$ cat src/rtl/ep_hs_pkg.sv
package ep_hs_pkg;
  typedef enum logic [1:0] {
    TK_OUT   = 2'd0,
    TK_IN    = 2'd1,
    TK_SETUP = 2'd2,
    TK_PING  = 2'd3
  } tok_e;

  typedef enum logic [2:0] {
    RP_NONE  = 3'd0,
    RP_ACK   = 3'd1,
    RP_NAK   = 3'd2,
    RP_NYET  = 3'd3,
    RP_STALL = 3'd4,
    RP_DATA  = 3'd5
  } rep_e;

  typedef enum logic [1:0] {
    ST_IDLE   = 2'd0,
    ST_RXDATA = 2'd1,
    ST_TXACK  = 2'd2
  } ep_st_e;
endpackage

$ cat src/rtl/ep_desc_bank.sv
module ep_desc_bank #(
  parameter int SIZE_W = 14,
  parameter int PTR_W  = 17
) (
  input  logic                                clk,
  input  logic                                rst_n,
  input  logic                                ld_valid,
  input  logic                                ld_sel,
  input  logic [SIZE_W+PTR_W:0]               ld_word,
  input  logic                                upd_valid,
  input  logic                                upd_sel,
  input  logic [SIZE_W+PTR_W:0]               upd_word,
  output logic [1:0][SIZE_W+PTR_W:0]          words
);
  localparam int W = 1 + SIZE_W + PTR_W;
  localparam logic [W-1:0] EMPTY_WORD = {1'b0, {SIZE_W{1'b0}}, {PTR_W{1'b1}}};

  for (genvar b = 0; b < 2; b++) begin : g_slot
    logic [W-1:0] word_q;
    always_ff @(posedge clk) begin
      if (!rst_n) begin
        word_q <= EMPTY_WORD;
      end else if (ld_valid && (ld_sel == 1'(b))) begin
        word_q <= ld_word;
      end else if (upd_valid && (upd_sel == 1'(b))) begin
        word_q <= upd_word;
      end
    end
    assign words[b] = word_q;
  end

  // a load shows up unchanged one cycle later
  assert_load_lands_R1: assert property (@(posedge clk) disable iff (!rst_n)
    ld_valid |=> words[$past(ld_sel)] == $past(ld_word));
endmodule

$ cat src/rtl/ep_buf_pick.sv
module ep_buf_pick #(
  parameter int SIZE_W = 14,
  parameter int PTR_W  = 17,
  parameter int MPL_W  = 11
) (
  input  logic                       clk,
  input  logic                       rst_n,
  input  logic [1:0][SIZE_W+PTR_W:0] words,
  input  logic                       cur,
  input  logic                       is_ctrl,
  input  logic                       fixed_sel,
  input  logic                       need_room,
  input  logic [MPL_W-1:0]           max_pl,
  output logic                       pick_ok,
  output logic                       pick_sel
);
  localparam int W = 1 + SIZE_W + PTR_W;

  logic [1:0] usable;

  for (genvar b = 0; b < 2; b++) begin : g_chk
    logic             used_b;
    logic [SIZE_W-1:0] size_b;
    logic [PTR_W-1:0]  ptr_b;
    logic             alloc_b;
    logic             room_b;
    assign used_b  = words[b][W-1];
    assign size_b  = words[b][W-2 -: SIZE_W];
    assign ptr_b   = words[b][PTR_W-1:0];
    assign alloc_b = (ptr_b != {PTR_W{1'b1}});
    assign room_b  = (size_b >= SIZE_W'(max_pl));
    assign usable[b] = alloc_b && !used_b && (!need_room || room_b);
  end

  always_comb begin
    if (is_ctrl) begin
      pick_sel = fixed_sel;
      pick_ok  = usable[fixed_sel];
    end else if (usable[cur]) begin
      pick_sel = cur;
      pick_ok  = 1'b1;
    end else if (usable[~cur]) begin
      pick_sel = ~cur;
      pick_ok  = 1'b1;
    end else begin
      pick_sel = cur;
      pick_ok  = 1'b0;
    end
  end

  // the current buffer is never passed over while it is still usable
  assert_prefer_current_R2: assert property (@(posedge clk) disable iff (!rst_n)
    (!is_ctrl && usable[cur]) |-> (pick_ok && pick_sel == cur));
endmodule

$ cat src/rtl/ep_hs_fsm.sv
module ep_hs_fsm
  import ep_hs_pkg::*;
#(
  parameter int SIZE_W = 14,
  parameter int PTR_W  = 17,
  parameter int MPL_W  = 11
) (
  input  logic                       clk,
  input  logic                       rst_n,
  input  logic                       tok_valid,
  input  logic [1:0]                 tok_kind,
  input  logic                       rx_valid,
  input  logic                       rx_crc_ok,
  input  logic                       rx_pid,
  input  logic [MPL_W-1:0]           rx_len,
  input  logic                       hs_valid,
  input  logic                       hs_ack,
  input  logic                       cfg_ctrl,
  input  logic                       cfg_dir_in,
  input  logic                       cfg_halt,
  input  logic                       cfg_disable,
  input  logic                       cfg_hs,
  input  logic [MPL_W-1:0]           cfg_max_pl,
  input  logic [1:0][SIZE_W+PTR_W:0] words,
  input  logic                       pick_ok,
  input  logic                       pick_sel,
  output logic                       cur,
  output logic                       need_room,
  output logic                       fixed_sel,
  output logic                       upd_valid,
  output logic                       upd_sel,
  output logic [SIZE_W+PTR_W:0]      upd_word,
  output logic                       ack_evt,
  output logic                       rep_valid,
  output logic [2:0]                 rep_code,
  output logic                       rep_sel,
  output logic [MPL_W-1:0]           rep_len,
  output logic [PTR_W-1:0]           rep_ptr,
  output logic                       rep_pid,
  output logic                       buf_done,
  output logic                       buf_done_sel
);
  localparam int W = 1 + SIZE_W + PTR_W;

  // ---- arithmetic helpers ----
  function automatic logic [SIZE_W-1:0] f_size(input logic [W-1:0] w);
    return w[W-2 -: SIZE_W];
  endfunction

  function automatic logic [PTR_W-1:0] f_ptr(input logic [W-1:0] w);
    return w[PTR_W-1:0];
  endfunction

  function automatic logic [MPL_W-1:0] f_in_len(input logic [MPL_W-1:0] mx,
                                               input logic [SIZE_W-1:0] sz);
    return (sz < SIZE_W'(mx)) ? MPL_W'(sz) : mx;
  endfunction

  function automatic logic f_fits(input logic [MPL_W-1:0] len,
                                  input logic [MPL_W-1:0] mx,
                                  input logic [SIZE_W-1:0] sz);
    return (len <= mx) && (SIZE_W'(len) <= sz);
  endfunction

  function automatic logic [W-1:0] f_advance(input logic [W-1:0] w,
                                             input logic [MPL_W-1:0] len,
                                             input logic done);
    return {done, f_size(w) - SIZE_W'(len), f_ptr(w) + PTR_W'(len)};
  endfunction

  // ---- state ----
  ep_st_e           st_q, st_n;
  logic             cur_q, cur_n;
  logic             tog_q, tog_n;
  logic             psel_q, psel_n;
  logic [MPL_W-1:0] plen_q, plen_n;
  logic             rv_q, rv_n;
  rep_e             rc_q, rc_n;
  logic             rs_q, rs_n;
  logic [MPL_W-1:0] rl_q, rl_n;
  logic [PTR_W-1:0] rp_q, rp_n;
  logic             rpid_q, rpid_n;
  logic             dn_q, dn_n;
  logic             dsel_q, dsel_n;

  // ---- named events ----
  tok_e        kind;
  logic        dir_ok;
  logic        tok_live;
  logic        data_take;
  logic [W-1:0] pend_w;
  logic [W-1:0] pick_w;
  logic [W-1:0] rx_next_w;
  logic         rx_full;
  logic [W-1:0] tx_next_w;
  logic         tx_empty;

  assign kind = tok_e'(tok_kind);

  always_comb begin
    if (cfg_ctrl) begin
      dir_ok = (kind != TK_PING) || cfg_hs;
    end else begin
      unique case (kind)
        TK_IN:   dir_ok = cfg_dir_in;
        TK_OUT:  dir_ok = !cfg_dir_in;
        TK_PING: dir_ok = !cfg_dir_in && cfg_hs;
        default: dir_ok = 1'b0;
      endcase
    end
  end

  assign tok_live  = tok_valid && dir_ok && !cfg_disable;
  assign data_take = rx_valid && (st_q == ST_RXDATA) && !tok_valid;
  assign ack_evt   = hs_valid && (st_q == ST_TXACK) && !tok_valid;
  assign need_room = (kind != TK_IN);
  assign fixed_sel = (kind == TK_IN);

  assign pend_w    = words[psel_q];
  assign pick_w    = words[pick_sel];
  assign rx_full   = (f_size(pend_w) - SIZE_W'(rx_len)) < SIZE_W'(cfg_max_pl);
  assign rx_next_w = f_advance(pend_w, rx_len, rx_full);
  assign tx_empty  = (f_size(pend_w) == SIZE_W'(plen_q));
  assign tx_next_w = f_advance(pend_w, plen_q, tx_empty);

  always_comb begin
    st_n = st_q;  cur_n = cur_q;  tog_n = tog_q;
    psel_n = psel_q;  plen_n = plen_q;
    rv_n = 1'b0;  rc_n = RP_NONE;  rs_n = rs_q;
    rl_n = '0;  rp_n = '0;  rpid_n = tog_q;
    dn_n = 1'b0;  dsel_n = dsel_q;
    upd_valid = 1'b0;  upd_sel = psel_q;  upd_word = pend_w;

    if (tok_valid) begin
      st_n = ST_IDLE;
      if (!tok_live) begin
        rv_n = 1'b1;  rc_n = RP_NONE;
      end else if (cfg_halt && kind != TK_SETUP) begin
        rv_n = 1'b1;  rc_n = RP_STALL;
      end else if (kind == TK_PING) begin
        rv_n = 1'b1;  rs_n = pick_sel;
        rc_n = pick_ok ? RP_ACK : RP_NAK;
      end else if (!pick_ok) begin
        rv_n = 1'b1;  rs_n = pick_sel;  rc_n = RP_NAK;
      end else if (kind == TK_IN) begin
        rv_n = 1'b1;  rc_n = RP_DATA;  rs_n = pick_sel;
        rl_n = f_in_len(cfg_max_pl, f_size(pick_w));
        rp_n = f_ptr(pick_w);
        psel_n = pick_sel;
        plen_n = f_in_len(cfg_max_pl, f_size(pick_w));
        st_n = ST_TXACK;
      end else begin
        psel_n = pick_sel;
        st_n = ST_RXDATA;
        if (kind == TK_SETUP) tog_n = 1'b0;
      end
    end else if (data_take) begin
      st_n = ST_IDLE;
      rv_n = 1'b1;  rs_n = psel_q;
      if (!rx_crc_ok) begin
        rc_n = RP_NONE;
      end else if (rx_pid != tog_q) begin
        rc_n = RP_ACK;
      end else if (!f_fits(rx_len, cfg_max_pl, f_size(pend_w))) begin
        rc_n = RP_NAK;
      end else begin
        upd_valid = 1'b1;
        upd_word  = rx_next_w;
        tog_n     = ~tog_q;
        rc_n      = (cfg_hs && rx_full) ? RP_NYET : RP_ACK;
        if (rx_full) begin
          dn_n = 1'b1;  dsel_n = psel_q;
          if (!cfg_ctrl) cur_n = ~psel_q;
        end
      end
    end else if (ack_evt) begin
      st_n = ST_IDLE;
      if (hs_ack) begin
        upd_valid = 1'b1;
        upd_word  = tx_next_w;
        tog_n     = ~tog_q;
        if (tx_empty) begin
          dn_n = 1'b1;  dsel_n = psel_q;
          if (!cfg_ctrl) cur_n = ~psel_q;
        end
      end
    end
  end

  always_ff @(posedge clk) begin
    if (!rst_n) begin
      st_q <= ST_IDLE;  cur_q <= 1'b0;  tog_q <= 1'b0;
      psel_q <= 1'b0;  plen_q <= '0;
      rv_q <= 1'b0;  rc_q <= RP_NONE;  rs_q <= 1'b0;
      rl_q <= '0;  rp_q <= '0;  rpid_q <= 1'b0;
      dn_q <= 1'b0;  dsel_q <= 1'b0;
    end else begin
      st_q <= st_n;  cur_q <= cur_n;  tog_q <= tog_n;
      psel_q <= psel_n;  plen_q <= plen_n;
      rv_q <= rv_n;  rc_q <= rc_n;  rs_q <= rs_n;
      rl_q <= rl_n;  rp_q <= rp_n;  rpid_q <= rpid_n;
      dn_q <= dn_n;  dsel_q <= dsel_n;
    end
  end

  assign cur          = cur_q;
  assign rep_valid    = rv_q;
  assign rep_code     = rc_q;
  assign rep_sel      = rs_q;
  assign rep_len      = rl_q;
  assign rep_ptr      = rp_q;
  assign rep_pid      = rpid_q;
  assign buf_done     = dn_q;
  assign buf_done_sel = dsel_q;

  // halted endpoint answers live IN/OUT/PING with STALL
  assert_stall_on_halt_R5: assert property (@(posedge clk) disable iff (!rst_n)
    (tok_live && cfg_halt && kind != TK_SETUP) |=> (rep_valid && rep_code == RP_STALL));

  // no usable buffer gives NAK right after the token
  assert_nak_when_starved_R4: assert property (@(posedge clk) disable iff (!rst_n)
    (tok_live && !cfg_halt && kind != TK_PING && !pick_ok) |=> (rep_valid && rep_code == RP_NAK));

  // CRC-damaged data packet draws no handshake
  assert_silent_on_crc_R12: assert property (@(posedge clk) disable iff (!rst_n)
    (data_take && !rx_crc_ok) |=> (rep_valid && rep_code == RP_NONE));

  // disabled endpoint stays silent
  assert_quiet_when_off_R13: assert property (@(posedge clk) disable iff (!rst_n)
    (tok_valid && cfg_disable) |=> (rep_valid && rep_code == RP_NONE && !buf_done));

  // IN length never exceeds the max payload
  assert_in_len_cap_R8: assert property (@(posedge clk) disable iff (!rst_n)
    (rep_valid && rep_code == RP_DATA) |-> (rep_len <= cfg_max_pl));
endmodule

$ cat src/rtl/ep_hs_ctrl.sv
module ep_hs_ctrl #(
  parameter int SIZE_W = 14,
  parameter int PTR_W  = 17,
  parameter int MPL_W  = 11
) (
  input  logic                     clk,
  input  logic                     rst_n,
  input  logic                     tok_valid,
  input  logic [1:0]               tok_kind,
  input  logic                     rx_valid,
  input  logic                     rx_crc_ok,
  input  logic                     rx_pid,
  input  logic [MPL_W-1:0]         rx_len,
  input  logic                     hs_valid,
  input  logic                     hs_ack,
  input  logic                     cfg_ctrl,
  input  logic                     cfg_dir_in,
  input  logic                     cfg_halt,
  input  logic                     cfg_disable,
  input  logic                     cfg_hs,
  input  logic [MPL_W-1:0]         cfg_max_pl,
  input  logic                     dsc_ld,
  input  logic                     dsc_ld_sel,
  input  logic [SIZE_W+PTR_W:0]    dsc_ld_word,
  output logic                     rep_valid,
  output logic [2:0]               rep_code,
  output logic                     rep_sel,
  output logic [MPL_W-1:0]         rep_len,
  output logic [PTR_W-1:0]         rep_ptr,
  output logic                     rep_pid,
  output logic [SIZE_W+PTR_W:0]    dsc0_word,
  output logic [SIZE_W+PTR_W:0]    dsc1_word,
  output logic                     buf_done,
  output logic                     buf_done_sel
);
  localparam int W = 1 + SIZE_W + PTR_W;

  logic [1:0][W-1:0] words;
  logic              cur, need_room, fixed_sel;
  logic              pick_ok, pick_sel;
  logic              upd_valid, upd_sel;
  logic [W-1:0]      upd_word;
  logic              ack_evt;

  ep_desc_bank #(.SIZE_W(SIZE_W), .PTR_W(PTR_W)) u_bank (
    .clk(clk), .rst_n(rst_n),
    .ld_valid(dsc_ld), .ld_sel(dsc_ld_sel), .ld_word(dsc_ld_word),
    .upd_valid(upd_valid), .upd_sel(upd_sel), .upd_word(upd_word),
    .words(words)
  );

  ep_buf_pick #(.SIZE_W(SIZE_W), .PTR_W(PTR_W), .MPL_W(MPL_W)) u_pick (
    .clk(clk), .rst_n(rst_n),
    .words(words), .cur(cur), .is_ctrl(cfg_ctrl), .fixed_sel(fixed_sel),
    .need_room(need_room), .max_pl(cfg_max_pl),
    .pick_ok(pick_ok), .pick_sel(pick_sel)
  );

  ep_hs_fsm #(.SIZE_W(SIZE_W), .PTR_W(PTR_W), .MPL_W(MPL_W)) u_fsm (
    .clk(clk), .rst_n(rst_n),
    .tok_valid(tok_valid), .tok_kind(tok_kind),
    .rx_valid(rx_valid), .rx_crc_ok(rx_crc_ok), .rx_pid(rx_pid), .rx_len(rx_len),
    .hs_valid(hs_valid), .hs_ack(hs_ack),
    .cfg_ctrl(cfg_ctrl), .cfg_dir_in(cfg_dir_in), .cfg_halt(cfg_halt),
    .cfg_disable(cfg_disable), .cfg_hs(cfg_hs), .cfg_max_pl(cfg_max_pl),
    .words(words), .pick_ok(pick_ok), .pick_sel(pick_sel),
    .cur(cur), .need_room(need_room), .fixed_sel(fixed_sel),
    .upd_valid(upd_valid), .upd_sel(upd_sel), .upd_word(upd_word),
    .ack_evt(ack_evt),
    .rep_valid(rep_valid), .rep_code(rep_code), .rep_sel(rep_sel),
    .rep_len(rep_len), .rep_ptr(rep_ptr), .rep_pid(rep_pid),
    .buf_done(buf_done), .buf_done_sel(buf_done_sel)
  );

  assign dsc0_word = words[0];
  assign dsc1_word = words[1];

  // a completion event leaves the named buffer marked used
  assert_done_marks_used_R3: assert property (@(posedge clk) disable iff (!rst_n)
    (buf_done && !$past(dsc_ld && dsc_ld_sel == buf_done_sel)) |-> words[buf_done_sel][W-1]);

  // a timed-out IN leaves both descriptors alone
  assert_timeout_holds_R9: assert property (@(posedge clk) disable iff (!rst_n)
    (ack_evt && !hs_ack && !dsc_ld) |=> $stable(words));
endmodule

$ cat config.mk
export PLATFORM = sky130hd
export DESIGN_NAME = ep_hs_ctrl
export DESIGN_NICKNAME = d
export VERILOG_FILES = /design/src/rtl/ep_hs_pkg.sv /design/src/rtl/ep_desc_bank.sv /design/src/rtl/ep_buf_pick.sv /design/src/rtl/ep_hs_fsm.sv /design/src/rtl/ep_hs_ctrl.sv
export SDC_FILE = /design/constraint.sdc
export NUM_CORES = 1
export LEC_CHECK = 0
export BUFFER_PORTS_ARGS = -buffer_cell sky130_fd_sc_hd__buf_4
export CORE_ASPECT_RATIO = 0.75
export CORE_UTILIZATION = 41
export DETAILED_ROUTE_END_ITERATION = 8
export PLACE_DENSITY = 0.57
export SYNTH_ARGS = -nofsm -noshare
export SYNTH_HDL_FRONTEND = slang
export SYNTH_HIERARCHICAL = 1
export SYNTH_SLANG_ARGS = --single-unit
$ cat constraint.sdc
create_clock -name clk -period 6.25 [get_ports clk]
set_clock_uncertainty 0.15 [all_clocks]
set_input_delay 0.3125 -clock clk [delete_from_list [all_inputs] [get_ports clk]]
set_output_delay 0.3125 -clock clk [all_outputs]
set_load 0.03 [all_outputs]
==> results.cfg <==
[logic_synthesis]
synth_top_family_by_area = compound AO/OA/AOI/OAI gates
synthMuxAreaShare_pct = 9.96
async_flop_share_pct = 0
syn_inst = 1207
yosysWarnings = 6
synth-compound-area-share_pct = 25.1
netlist_area_sq_um = 9850
synth_largest_area_cell = dfxtp_1
synth_area_per_cell_sq_um = 8.16
synth_edf_count = 0
synthXorXnorAreaFrac_pct = 3.82
synthFlopType = dfxtp_1
syn_nets = 1379
yosys.area_share.simple_pct = 18.2
synthAdderAreaFrac_pct = 13.1
synth-seq-cells = 116
synth_common_cells = nand2_1 (127), nor2_1 (118), dfxtp_1 (116)
ys_seq_area_share_pct = 23.6
synth.top_cell.area_share_pct = 23.6
synth.most_common_cell = nand2_1
synth_area_leaders = dfxtp_1 (24%), ha_1 (12%), mux2i_1 (6.3%)
synth.distinct_cells = 91

[die]
die_area_sq_um = 24600
coreArea_sq_um = 23300
start_util_pct = 42.3
die_w_microns = 181
io_pins = 171
fp.dieH_microns = 136
rows = 48

[grt]
grt_pass1_vias = 9106
gr-total-overflow = 0
track_usage_pct = 31.3
antenna_found_initial = 0
grt_pass1_wl_microns = 57500
grt_max_degree = 46

[detailed_routing]
drc_errors = 0
routed-via-count = 10100
avgRoutedWirePerCell_microns = 23.2
drtAntennaViolNets = 0
dr.pass1.iters = 6
wl_microns = 38500
viasPerCell = 6.07
first_iter_violations = 1139

[run_status]
status = completed

[pwr]
p_total_mw = 2.66
leakage_nw = 5.44
vdd_drop_max_mv = 0.185
p_per_area_nw_per_um2 = 224

[sta]
setup_viol = 0
whs_ns = 0.0203
fin_tns_setup_ns = 0
hold_viol = 0
tightest_slew_ns = 1.08
max_freq_ghz = 0.195
max_slew_margin_pct = 27.9
rsz0062_at_grt = false
layout_setup_ws_ns = 1.12
maxSlewViolCount = 0
fin_crit_sh_pct = 82.1
period_minus_slack_ns = 5.13

[clocking]
ctsResizeCount = 0
clkSinkCount = 116
clk_pin_slew_worst_paths_ns = 0.06
htreeDepth = 4
clockBufferDepth = 2
post_cts_buffers = 0
cts-buffers-inserted = 17
root_buffer = clkbuf_16
cts_hold_buf = 0
cts_tree = done
clk_latency_ns = 0.44

[worst_setup_path]
crit_type = flip-flop to flip-flop
arrival_ns = 5.29
critPathMaxFanout = 12
reg2reg_depth = 18
cp_data_required_time_ns = 6.41
endpoint_kind = flip-flop
start_kind = flip-flop

[hold_path]
min-delay-path-class = input port to flip-flop
hold_depth = 3

[place]
dp_hpwl_microns = 29600
place_congestion = 1.00
preCtsSetupSlack_ns = 1.17
io_buffers = 170

[cells_and_area]
area_delta_synth_final_pct = 20.6
num_antenna_cells = 0
finalNetCount = 1518
drive_gt1_share_pct = 21.5

[flow_run]
maxCapViolCount = 0
cells by family after synthesis:
logic type,after synthesis
buffers and inverters,138
XOR/XNOR,43
AND/OR/NAND/NOR,384
flip-flops,116
adder cells (fa/ha/maj),101
multiplexers,94
AO/OA/AOI/OAI,331
where the power goes:
part	internal, mW	total, mW	switching (mW)	leakage (nW)
clock	0.644	1.03	0.382	0.282
combinational	0.325	0.823	0.498	4.21
sequential	0.764	0.810	0.0457	0.945
total	1.73	2.66	0.926	5.44
routing by layer:
metal  vias up  part of all wire [%]  routed length, microns  GRT usage [%]
li1       4691                     -                       -              -
met1      4792                    49                   18700           47.6
met4         0                   1.3                     507           6.73
met2       525                    39                   14900           42.1
met3        43                    11                    4340           9.32
met5         -                     0                       0              0
cells in the final DEF (no fill, tap or decap), types with 10 or more instances in the layout:
cell type	netlist	routed
nand4_1	15	15
a22oi_1	12	12
clkbuf_16	0	17
a311oi_2	10	10
inv_1	72	72
a21o_1	19	19
nand2b_1	13	12
mux2i_1	62	62
o21ai_1	23	23
dfxtp_1	116	115
nor2b_1	11	10
a32oi_2	10	10
nor3_1	25	25
nand3_1	17	17
a21oi_1	65	65
nand2_1	127	127
and3_1	25	25
nor2_1	118	118
ha_1	97	97
buf_4	6	184
mux2_2	32	32
xnor2_1	22	22
a211oi_1	27	27
xor2_1	21	21
o21ai_0	62	62
flip-flops by register name (all words and copies together), names as in the netlist:
name	count
u_bank/g_slot.word_q	64
u_fsm/rep_ptr	17
u_fsm/plen_q	11
u_fsm/rep_len	11
u_fsm/rep_code	3
u_fsm/st_q	2
u_fsm/buf_done	1
u_fsm/buf_done_sel	1
u_fsm/cur	1
u_fsm/rep_pid	1
u_fsm/rep_sel	1
u_fsm/rep_valid	1
u_fsm/rpid_n	1
u_fsm/upd_sel	1
through the flow:
step / cells / cell area, sq um / utilization [%]
3_3_place_gp: 1627 / 11300 / 48.4
6_report: 1657 / 11900 / 51.0
5_1_grt: 1657 / 11900 / 51.0
4_1_cts: 1657 / 11900 / 51.0
3_5_place_dp: 1627 / 11300 / 48.4
2_1_floorplan: 1207 / 9850 / -
critical path, cell delays in order, from the launching register on:
cell and delay (ns):
dfxtp_1 0.51, inv_1 0.08, ha_1 0.28, nand2b_1 0.14, a21oi_1 0.14, o221ai_1 0.18, a311o_1 0.35, a32o_1 0.27
a211oi_4 0.61, mux2_2 0.44, ha_1 0.29, a21o_1 0.18, a21o_1 0.16, a21oi_1 0.19, o2111ai_1 0.13, o211ai_1 0.21
buf_4 0.29, mux2i_1 0.29, o21ai_0 0.10
layout make-up:
cell class                 count  area [sq um]
clock inverter                 8           128
inverter                      74           278
sequential                   116          2320
clock buffer                  22           464
timing repair buffer         184          1380
fill                        2296         11400
tap                          300           375
multi-input combinational    953          6930
path summary, 6_finish.rpt:
path,from,to,slack [ns]
max,u_bank/g_slot[0].word_q[17],u_fsm/plen_q[5],1.12
min,dsc_ld_word[16],u_bank/g_slot[0].word_q[16],0.02
max reg2reg,u_bank/g_slot[0].word_q[17],u_fsm/plen_q[5],1.12
min reg2reg,u_fsm/cur,u_fsm/cur,0.31
(Power assumes the default switching activity.)
